### config.mk
export PLATFORM = sky130hd
export DESIGN_NAME = dbpwm_chan
export DESIGN_NICKNAME = d
export VERILOG_FILES = /design/src/rtl/dbpwm_pkg.sv /design/src/rtl/dbpwm_shadow.sv /design/src/rtl/dbpwm_counter.sv /design/src/rtl/dbpwm_outcmp.sv /design/src/rtl/dbpwm_chan.sv
export SDC_FILE = /design/constraint.sdc
export NUM_CORES = 1
export LEC_CHECK = 0
export CAP_MARGIN = 25
export CORE_AREA = 2 2 102 104
export DETAILED_ROUTE_END_ITERATION = 8
export DIE_AREA = 0 0 104 106
export GPL_TIMING_DRIVEN = 0
export MAX_ROUTING_LAYER = met4
export PLACE_DENSITY = 0.44
export REMOVE_ABC_BUFFERS = 1
export SLEW_MARGIN = 10
export SYNTH_ARGS = -nofsm -noshare
export SYNTH_HDL_FRONTEND = slang
export SYNTH_SLANG_ARGS = --single-unit
### constraint.sdc
create_clock -name clk -period 7.7 [get_ports clk]
set_clock_uncertainty 0.1 [all_clocks]
set_input_delay 0.77 -clock clk [delete_from_list [all_inputs] [get_ports clk]]
set_output_delay 0.77 -clock clk [all_outputs]
set_load 0.01 [all_outputs]
### src/rtl/dbpwm_pkg.sv
package dbpwm_pkg;
  localparam int unsigned DATA_W = 8;

  typedef enum logic [1:0] {
    SEL_PER  = 2'd0,
    SEL_DUTY = 2'd1,
    SEL_CNT  = 2'd2,
    SEL_NONE = 2'd3
  } wsel_e;

  localparam int unsigned NUM_SETTINGS = 2;
  localparam int unsigned IDX_PER  = 0;
  localparam int unsigned IDX_DUTY = 1;
endpackage

### src/rtl/dbpwm_shadow.sv
module dbpwm_shadow #(
  parameter int unsigned W = 8,
  parameter logic [W-1:0] RST_VAL = '0
) (
  input  logic         clk,
  input  logic         rst_n,
  input  logic         wr,
  input  logic [W-1:0] wdata,
  input  logic         xfer,
  output logic [W-1:0] stage_q,
  output logic [W-1:0] act_q
);
  always_ff @(posedge clk) begin
    if (!rst_n) begin
      stage_q <= RST_VAL;
      act_q   <= RST_VAL;
    end else begin
      if (wr) stage_q <= wdata;
      // a write in the transfer cycle is carried into the active copy
      if (xfer) act_q <= wr ? wdata : stage_q;
    end
  end

  assert_stage_only_R2: assert property (@(posedge clk) disable iff (!rst_n)
    (wr && !xfer) |=> (act_q == $past(act_q)));
endmodule

### src/rtl/dbpwm_counter.sv
module dbpwm_counter #(
  parameter int unsigned W = 8
) (
  input  logic         clk,
  input  logic         rst_n,
  input  logic         en,
  input  logic         tick,
  input  logic         center,
  input  logic         clr,
  input  logic [W-1:0] per,
  output logic [W-1:0] cnt_q,
  output logic         prd_end
);
  logic         down_q;
  logic [W-1:0] cnt_d;
  logic         down_d;
  logic [W:0]   cnt_inc;

  assign cnt_inc = {1'b0, cnt_q} + 1'b1;

  always_comb begin
    cnt_d   = cnt_q;
    down_d  = down_q;
    prd_end = 1'b0;
    if (!en || clr) begin
      cnt_d  = '0;
      down_d = 1'b0;
    end else if (tick) begin
      if (per == '0) begin
        cnt_d   = '0;
        down_d  = 1'b0;
        prd_end = 1'b1;
      end else if (!center) begin
        down_d = 1'b0;
        if (cnt_q >= per - 1'b1) begin
          cnt_d   = '0;
          prd_end = 1'b1;
        end else begin
          cnt_d = cnt_inc[W-1:0];
        end
      end else if (!down_q) begin
        if (cnt_inc >= {1'b0, per}) begin
          cnt_d  = per;
          down_d = 1'b1;
        end else begin
          cnt_d = cnt_inc[W-1:0];
        end
      end else begin
        if (cnt_q <= {{(W-1){1'b0}}, 1'b1}) begin
          cnt_d   = '0;
          down_d  = 1'b0;
          prd_end = 1'b1;
        end else begin
          cnt_d = cnt_q - 1'b1;
        end
      end
    end
  end

  always_ff @(posedge clk) begin
    if (!rst_n) begin
      cnt_q  <= '0;
      down_q <= 1'b0;
    end else begin
      cnt_q  <= cnt_d;
      down_q <= down_d;
    end
  end

  assert_hold_no_tick_R10: assert property (@(posedge clk) disable iff (!rst_n)
    (en && !tick && !clr) |=> $stable(cnt_q));
  assert_clear_R4: assert property (@(posedge clk) disable iff (!rst_n)
    clr |=> (cnt_q == '0));
  assert_off_zero_R5: assert property (@(posedge clk) disable iff (!rst_n)
    !en |=> (cnt_q == '0));
endmodule

### src/rtl/dbpwm_outcmp.sv
module dbpwm_outcmp #(
  parameter int unsigned W = 8,
  parameter logic IDLE_LVL = 1'b0
) (
  input  logic         en,
  input  logic [W-1:0] cnt,
  input  logic [W-1:0] duty,
  output logic         pwm
);
  always_comb begin
    if (!en) pwm = IDLE_LVL;
    else     pwm = (cnt < duty);
  end
endmodule

### src/rtl/dbpwm_chan.sv
module dbpwm_chan
  import dbpwm_pkg::*;
#(
  parameter int unsigned W = DATA_W,
  parameter logic [W-1:0] PER_RST  = {W{1'b1}},
  parameter logic [W-1:0] DUTY_RST = '0,
  parameter logic IDLE_LVL = 1'b0
) (
  input  logic         clk,
  input  logic         rst_n,
  input  logic         ch_en,
  input  logic         tick,
  input  logic         center,
  input  logic         wr_en,
  input  logic [1:0]   wr_sel,
  input  logic [W-1:0] wr_data,
  output logic         pwm_o,
  output logic [W-1:0] per_rd,
  output logic [W-1:0] duty_rd,
  output logic [W-1:0] cnt_rd
);
  logic [W-1:0] stage_v [NUM_SETTINGS];
  logic [W-1:0] act_v   [NUM_SETTINGS];
  logic         set_wr  [NUM_SETTINGS];
  logic         cnt_clr;
  logic         prd_end;
  logic         xfer;
  logic [W-1:0] cnt;

  assign set_wr[IDX_PER]  = wr_en && (wsel_e'(wr_sel) == SEL_PER);
  assign set_wr[IDX_DUTY] = wr_en && (wsel_e'(wr_sel) == SEL_DUTY);
  assign cnt_clr          = wr_en && (wsel_e'(wr_sel) == SEL_CNT);
  assign xfer             = !ch_en || prd_end || cnt_clr;

  for (genvar g = 0; g < NUM_SETTINGS; g++) begin : g_set
    localparam logic [W-1:0] RV = (g == IDX_PER) ? PER_RST : DUTY_RST;
    dbpwm_shadow #(.W(W), .RST_VAL(RV)) u_sh (
      .clk     (clk),
      .rst_n   (rst_n),
      .wr      (set_wr[g]),
      .wdata   (wr_data),
      .xfer    (xfer),
      .stage_q (stage_v[g]),
      .act_q   (act_v[g])
    );
  end

  dbpwm_counter #(.W(W)) u_cnt (
    .clk     (clk),
    .rst_n   (rst_n),
    .en      (ch_en),
    .tick    (tick),
    .center  (center),
    .clr     (cnt_clr),
    .per     (act_v[IDX_PER]),
    .cnt_q   (cnt),
    .prd_end (prd_end)
  );

  dbpwm_outcmp #(.W(W), .IDLE_LVL(IDLE_LVL)) u_cmp (
    .en   (ch_en),
    .cnt  (cnt),
    .duty (act_v[IDX_DUTY]),
    .pwm  (pwm_o)
  );

  assign per_rd  = stage_v[IDX_PER];
  assign duty_rd = stage_v[IDX_DUTY];
  assign cnt_rd  = cnt;

  assert_cnt_bound_R7: assert property (@(posedge clk) disable iff (!rst_n)
    (ch_en && center) |-> (cnt <= act_v[IDX_PER]));
  assert_flat_zero_R9: assert property (@(posedge clk) disable iff (!rst_n)
    (ch_en && $past(ch_en) && act_v[IDX_PER] == '0 && $past(act_v[IDX_PER]) == '0
     && $stable(act_v[IDX_DUTY])) |-> $stable(pwm_o));
endmodule

Word-level counts from Yosys, hierarchy flattened
Index checks and enable logic that the tools add are counted.
Operators by class
  add/sub/neg operators: 3
  $lt $le $gt $ge: 4
  equal/unequal tests: 2
  muxes and demuxes: 21
  bitwise logic cells: 1
  reductions and logical operators: 10
Operators with widths (count)
  8-bit 2-to-1 mux: 8
  8-bit by 1-bit subtractor with 8-bit output (second input constant): 2
  1-bit 2-to-1 mux: 13
  8-bit by 1-bit adder with 9-bit output (second input constant): 1
  9-bit by 8-bit greater-or-equal comparator with 1-bit output: 1
  8-bit greater-or-equal comparator: 1
  8-bit by 1-bit <= comparator with 1-bit output (second input constant): 1
  8-bit logical NOT: 1
  8-bit less-than comparator: 1
  1-bit logical AND: 3
  1-bit logical OR: 3
  2-bit by 1-bit equality test with 1-bit output (second input constant): 1
  2-bit equality test (second input constant): 1
  2-bit logical NOT: 1
  2-bit OR reduction: 1
  1-bit logical NOT: 1
  1-bit NOT: 1
Word-level totals
  bits in registers: 41
  bits of input ports: 16
  output and inout port bits: 25

Logic depth before layout (Yosys ltp)
Gate-level depths: netlist of the first run.
  word-level depth: 9
  depth in mapped cells: 12
  mapped depth without buffers: 11

Cells and area by module
A second synthesis of the first run with hierarchy kept.
Second synthesis, totals
  cell total of the unflattened synthesis: 334
  area total of the unflattened synthesis: 2817.7 um^2
By module, submodules not included
  dbpwm_counter: instances 1, cells each 197, area an instance 1463.9 um^2, seq. area each 180.2 um^2
  dbpwm_shadow at g_set[0].u_sh: instances 1, cells each 54, area an instance 574.3 um^2, seq. area each 320.3 um^2
  dbpwm_shadow at g_set[1].u_sh: instances 1, cells each 51, area an instance 560.5 um^2, seq. area each 320.3 um^2
  dbpwm_outcmp: instances 1, cells each 26, area an instance 183.9 um^2, seq. area each 0.0 um^2
  dbpwm_chan: instances 1, cells each 6, area an instance 35.0 um^2, seq. area each 0.0 um^2

Least setup slack after synthesis of the first run
Ideal clock, no wire load.
  path type: reg2reg
  start: reg u_cnt.cnt_q[0]
  end: reg u_cnt.cnt_q[5]
  setup time: 0.117 ns
  arrival: 2.810 ns
  setup slack: 4.673 ns
  stages on the path, launching flop included: 13
  clock period less this slack: 3.027 ns
  cell sequence: dfxtp_1 clkbuf_1 inv_1 nor3_1 nand3_1 xnor2_1 ha_1 nand4_1 nor3_1 or2_1 buf_2 a31oi_1 a32o_1
On the way
  word-level cells in the longest chain between the ends: 6
  elaborated cells between the ends (all ways): 11
  those cells by class: 2 x add/sub; 3 x order compare; 6 x mux
RTL lines
  start: declaration: RTL line dbpwm_counter.sv:11  | output logic [W-1:0] cnt_q,
  start signal: assignment: RTL line dbpwm_counter.sv:65  | cnt_q <= cnt_d;
  8-bit by 1-bit adder with 9-bit output: RTL line dbpwm_counter.sv:19  | assign cnt_inc = {1'b0, cnt_q} + 1'b1;
  9-bit by 8-bit greater-or-equal comparator with 1-bit output: RTL line dbpwm_counter.sv:42  | if (cnt_inc >= {1'b0, per}) begin
  8-bit 2-to-1 mux: RTL line dbpwm_counter.sv:42
  8-bit 2-to-1 mux: RTL line dbpwm_counter.sv:41  | end else if (!down_q) begin
  8-bit 2-to-1 mux *: RTL line dbpwm_counter.sv:33  | end else if (!center) begin
  8-bit 2-to-1 mux *: RTL line dbpwm_counter.sv:29  | if (per == '0) begin
Every way passes the cells marked *; elsewhere a longest branch is shown, timed or not.
A chain may end at the register's enable or synchronous reset.

Worst setup path after layout of the first run
  start: reg u_cnt.cnt_q[0]
  end: reg u_cnt.cnt_q[0]
Same word-level chain as after synthesis.

==> impl_metrics.toml, run 1 <==
[floorplan]
core-area_um2 = 10000
die_w_um = 104
dieArea_um2 = 11000
start_util_pct = 28.9
die_height_um = 106
num_io_pins = 41
row_count = 37

[power]
seq_power_share_pct = 46.6
power_per_cell_area_nw_per_um2 = 136
ir_drop_mv = 0.0692
p_int_w = 0.000354
switching_share_pct = 26.5
power_w = 0.000482
p_clk_share_pct = 37.6
combPwrFrac_pct = 15.8
p_switching_w = 0.000127
leakage_nw = 1.47

[clock_network]
cts_num_sinks = 41
clkLatencyLatePin_ns = 0.30
h-tree-depth = 2
cts_buffers = 5
cts_resized = 0
tritoncts = "built"
cts_hold_buf = 0
post_cts_buffers = 0
root_buffer = "clkbuf_8"
path_clk_slew_ns = 0.09
clockBufferDepth = 2

[hold_path]
hold_class = "reg -> reg"

[final_layout]
drive_gt1_share_pct = 10.6
area_growth_pct = 22.2
final_util_pct = 35.3
nNetsFinal = 410
fillCellCount = 1100
antennaDiodeCount = 0

[yosys]
ys_async_sr_fraction_pct = 0
synth_top_area_cell = "dfxtp_1"
yosysWarnings = 0
synth-seq-cells = 41
netlist_instances = 333
yosys_most_used_dff = "dfxtp_1"
synthTopCellsByArea = "dfxtp_1, ha_1, mux2i_1, mux2_4, nand2_1"
synth_edf_count = 0
seq_area_frac_synth_pct = 28.4
synth_top_area_share_pct = 28.4
yosysUniqueCellTypes = 50
synth_area_per_cell_um2 = 8.68
syn-cell-area_um2 = 2890

[critical_path]
path_buf_inv = 0
required_ns = 7.79
critical_path_arrival_ns = 3.93
path_cells = "ha_1 > and4_1 > nand2_1 > xnor2_1 > ha_1 > nand4_1 > nor3_1 > or2_1 > nand3_1 > a221oi_1"
endpoint_kind = "flip-flop"
crit_path_top_delay_cell = "nor3_1"
critical_path_class = "reg -> reg"
critPathTopFamily = "simple AND/OR/NAND/NOR gates"
cp_slowest_stage_delay_ns = 0.69
crit_top_cell = "ha_1"
critPathLaunchType = "flip-flop"
cp_max_fo = 12

[global_route]
grt_pass1_vias = 2596
grt_max_degree = 25
grtUsageTotal_pct = 14.8
grt_pass1_wl_um = 12900
antenna_found_initial = 0
overflow = 0

[sta]
tightest_slew_ns = 0.803
slew_headroom_pct = 46.1
setup_viol = 0
final_max_slew_viol_count = 0
fin_crit_sh_pct = 49.9
fin_tns_setup_ns = 0
rsz0062_at_grt = "no"
worst_slack_ns = 3.86
hold_violations = 0
fin_crit_ns = 3.84
holdWs_ns = 0.404
fmax_mhz = 260

[run_status]
status = "finished, final reports clean"

[placed_design]
globalplace.congestion = 0.832
dpl.hpwl_um = 5660
io_buffers = 40
place_worst_setup_slack_ns = 3.87

[drt]
wl_um = 7560
routed-wl-met3_um = 306
drt-met1-wl_um = 3660
vias = 2521
drc = 0
drt_iter0_drc = 60
detail-route-antenna-nets = 0
wire_per_inst_um = 15.0
met2WireLength_um = 3500
dr.pass1.iters = 4
top_layer_used = "met4"
vias_per_cell = 5.01

[job]
drv_cap = 0
## placed cells by master, fill, tap and decap left out, drive strengths merged, types with 3 or more instances in the layout
master,count
and2,8
nor4,3
ha,28
a31o,4
dfxtp,41
mux2,16
nand4,3
nor2,14
xnor2,10
nand3,15
clkbuf,6
a211oi,7
o211ai,6
nor2b,13
nor3,9
nand2,38
a21o,5
a21oi,5
a31oi,7
or2,3
clkdlybuf4s50,40
o21ai,18
inv,25
mux2i,16
## power groups by stage
stage	logic [W]	clock network, W	registers, W
2_1_floorplan	0.0000408	0	0.000230
3_3_place_gp	0.0000747	0	0.000230
3_5_place_dp	0.0000765	0	0.000230
4_1_cts	0.0000771	0.000189	0.000225
5_1_grt	0.0000841	0.000196	0.000226
6_report	0.0000760	0.000181	0.000225
## kinds of logic after synthesis
group,after synthesis,synth area share (%)
buffers and inverters,41,6.06
xor gates and xnor gates,12,3.64
AOI/OAI and AO/OA,65,16.9
muxes,32,13.1
and+or+nand+nor,114,19.7
DFF,41,28.4
adders and majority gates,28,12.1
## worst reg2reg max path, stage by stage (launching register included)
cell	delay [ns]
dfxtp_1	0.62
ha_1	0.38
and4_1	0.32
nand2_1	0.09
xnor2_1	0.22
ha_1	0.35
nand4_1	0.12
nor3_1	0.69
or2_1	0.38
nand3_1	0.12
a221oi_1	0.34
## worst paths after layout
path              slack (ns)                        to  cells past startpoint                     start
setup reg to reg        3.86            u_cnt.cnt_q[0]                     10            u_cnt.cnt_q[0]
hold / removal          0.40  g_set[0].u_sh.stage_q[2]                      2  g_set[0].u_sh.stage_q[2]
hold reg to reg         0.40  g_set[0].u_sh.stage_q[2]                      2  g_set[0].u_sh.stage_q[2]
setup / recovery        3.86            u_cnt.cnt_q[0]                     10            u_cnt.cnt_q[0]
## synth_stat cells, drive strengths merged (3+ instances only)
library cell / number
clkbuf: 11
mux2: 16
a21oi: 5
nand2: 38
dfxtp: 41
a21o: 5
nand4: 3
inv: 25
and2: 8
a31oi: 7
a31o: 4
nor2b: 13
mux2i: 16
xnor2: 10
or2: 3
ha: 28
nor2: 14
nor4: 3
nor3: 9
nand3: 15
a211oi: 7
buf: 5
o211ai: 6
o21ai: 18
## routing by layer
| layer | vias to the layer above | GRT usage (%) |
|---|---|---|
| met1 | 1192 | 19.4 |
| li1 | 1250 | - |
| met4 | 0 | 4.54 |
| met5 | - | - |
| met2 | 71 | 23.8 |
| met3 | 8 | 2.15 |
## metrics by stage
stage / area (um2) / std cells
5_1_grt: 3530 / 503
6_report: 3530 / 503
4_1_cts: 3530 / 503
3_3_place_gp: 3380 / 493
2_1_floorplan: 2810 / 317
3_5_place_dp: 3420 / 495
## layout make-up
type | instances | area (um2) | share of cell area, %
Clock buffer | 6 | 72.6 | 2.06
Clock inverter | 2 | 38.8 | 1.10
Sequential cell | 41 | 821 | 23.3
Tap cell | 136 | 170 | 4.82
Inverter | 25 | 93.8 | 2.66
Timing Repair Buffer | 42 | 435 | 12.3
Multi-Input combinational cell | 251 | 1900 | 53.8
## sequential cells by signal, summed over array words and instances (netlist names)
name,count
g_set.u_sh.act_q,16
u_cnt.cnt_q,8
g_set.u_sh.stage_q,16
u_cnt.down_q,1
(Power assumes the default switching activity.)
==> run 2: changes to the inputs <==
==> constraint.sdc (replaced) <==
create_clock -name clk -period 3.7 [get_ports clk]
set_clock_uncertainty 0.1 [all_clocks]
set_input_delay 0.37 -clock clk [delete_from_list [all_inputs] [get_ports clk]]
set_output_delay 0.37 -clock clk [all_outputs]
set_load 0.01 [all_outputs]
==> impl_metrics.toml, run 2 (synthesis gave the netlist of run 1 again) <==
[global_route]
grt_max_degree = 25
overflow = 0
grtUsageMet2_pct = 23.8
grt_pass1_wl_um = 12900
antenna_found_initial = 0
grt_util_met1_pct = 19.4
use_met3_pct = 2.15
grtUsageTotal_pct = 14.8
grt_pass1_vias = 2589
grt_busiest_layer = "met2"

[drt]
vias = 2532
wl_um = 7580
dr.pass1.iters = 4
wire_per_inst_um = 15.0
vias_per_cell = 5.02
drt_iter0_drc = 61
detail-route-antenna-nets = 0
drc = 0

[critical_path]
required_ns = 3.78
cp_max_fo = 12
critPathLaunchType = "flip-flop"
critical_path_arrival_ns = 3.45
r2r_start = "u_cnt.cnt_q[0]"
r2r_cells = 10
rrSetupSlack_ns = 0.33
endpoint_kind = "flip-flop"
r2r_end = "u_cnt.cnt_q[0]"
critical_path_class = "reg -> reg"

[sta]
fin_crit_ns = 3.37
worst_slack_ns = 0.330
fmax_mhz = 297
fin_crit_sh_pct = 91.1
setup_viol = 0
final_max_slew_viol_count = 0
rsz0062_at_grt = "no"
tightest_slew_ns = 0.776
holdWs_ns = 0.404
hold_violations = 0
slew_headroom_pct = 46.9

[final_layout]
final_common_cell = "clkdlybuf4s50_1"
nNetsFinal = 411
top_regs = "g_set.u_sh.act_q x16, g_set.u_sh.stage_q x16, u_cnt.cnt_q x8"
finalNonFillerCells = 504
drive_gt1_share_pct = 11.7
mostFrequentLayoutCells = "clkdlybuf4s50_1, dfxtp_1, nand2_1"
antennaDiodeCount = 0
area_growth_pct = 23.3
fillCellCount = 1097

[floorplan]
start_util_pct = 28.9
num_io_pins = 41
die_height_um = 106
core-area_um2 = 10000
dieArea_um2 = 11000
die_w_um = 104
row_count = 37

[clock_network]
tritoncts = "built"
cts_hold_buf = 0
clkLatencyLatePin_ns = 0.30
h-tree-depth = 2
path_clk_slew_ns = 0.09
cts_buffers = 5
root_buffer = "clkbuf_8"
clockBufferDepth = 2
cts_num_sinks = 41

[power]
ir_drop_mv = 0.144
power_per_cell_area_nw_per_um2 = 283
leakage_nw = 1.49

[hold_path]
min_path_cells = 2
hold_end = "g_set[0].u_sh.stage_q[2]"
hold_class = "reg -> reg"
min_from = "g_set[0].u_sh.stage_q[2]"

[run_status]
status = "finished, final reports clean"

[placed_design]
dpl.hpwl_um = 5660
place_worst_setup_slack_ns = -0.126
globalplace.congestion = 0.832
io_buffers = 40
dp_cells = 495

[job]
drv_cap = 0
## run 2: per-layer routing
layer	up-vias	share of wire, %
met5	-	0
met2	69	47
li1	1251	-
met3	7	3.5
met1	1205	49
met4	0	1.1
## run 2: how the worst max path moves through the flow
| stage | from | slack (ns) | depth (start not counted) | endpoint |
|---|---|---|---|---|
| 6_report | u_cnt.cnt_q[0] | 0.33 | 10 | u_cnt.cnt_q[0] |
| 5_1_grt | g_set[0].u_sh.act_q[2] | 0.09 | 11 | g_set[0].u_sh.act_q[6] |
| 4_1_cts | g_set[0].u_sh.act_q[2] | 0.06 | 10 | g_set[0].u_sh.act_q[6] |
| 3_5_place_dp | u_cnt.cnt_q[0] | -0.13 | 10 | u_cnt.cnt_q[0] |
| 3_3_place_gp | u_cnt.cnt_q[0] | -0.15 | 10 | u_cnt.cnt_q[0] |
| 2_1_floorplan | g_set[0].u_sh.act_q[2] | 0.68 | 10 | g_set[0].u_sh.act_q[6] |
## run 2: cell type report
cell class	count	area [um2]	share of cell area (%)
clock buffer	6	72.6	2.04
clock inverter	2	38.8	1.09
inverter	25	93.8	2.63
multi-input combinational	251	1910	53.6
sequential	41	823	23.1
tap	136	170	4.78
timing repair buffer	43	455	12.8
## run 2: stage by stage
| step | power, W | setup TNS, ns | utilization, % | area, um2 |
|---|---|---|---|---|
| 2_1_floorplan | 0.000563 | 0 | - | 2810 |
| 3_3_place_gp | 0.000634 | -0.372 | 33.8 | 3380 |
| 3_5_place_dp | 0.000637 | -0.293 | 34.2 | 3420 |
| 4_1_cts | 0.00102 | 0 | 35.3 | 3530 |
| 5_1_grt | 0.00106 | 0 | 35.6 | 3560 |
| 6_report | 0.00101 | 0 | 35.6 | 3560 |
## run 2: report_power, final
part | switching [W] | internal, W
registers | 0.0000134 | 0.000454
clock network | 0.000174 | 0.000203
logic | 0.0000795 | 0.0000823
## run 2: critical path, cell delays in order, from the launching register on
cell	delay (ns)
dfxtp_2	0.49
ha_1	0.35
and4_1	0.32
nand2_1	0.09
xnor2_1	0.22
ha_1	0.35
nand4_1	0.16
nor3_4	0.37
or2_1	0.34
nand3_1	0.12
a221oi_1	0.34
## run 2: what timing repair did
item / CTS / global route
pin swaps: 0 / 1
setup endpoints to repair: 7 / 23
buffers inserted: 0 / 1
resized for setup: 1 / 3
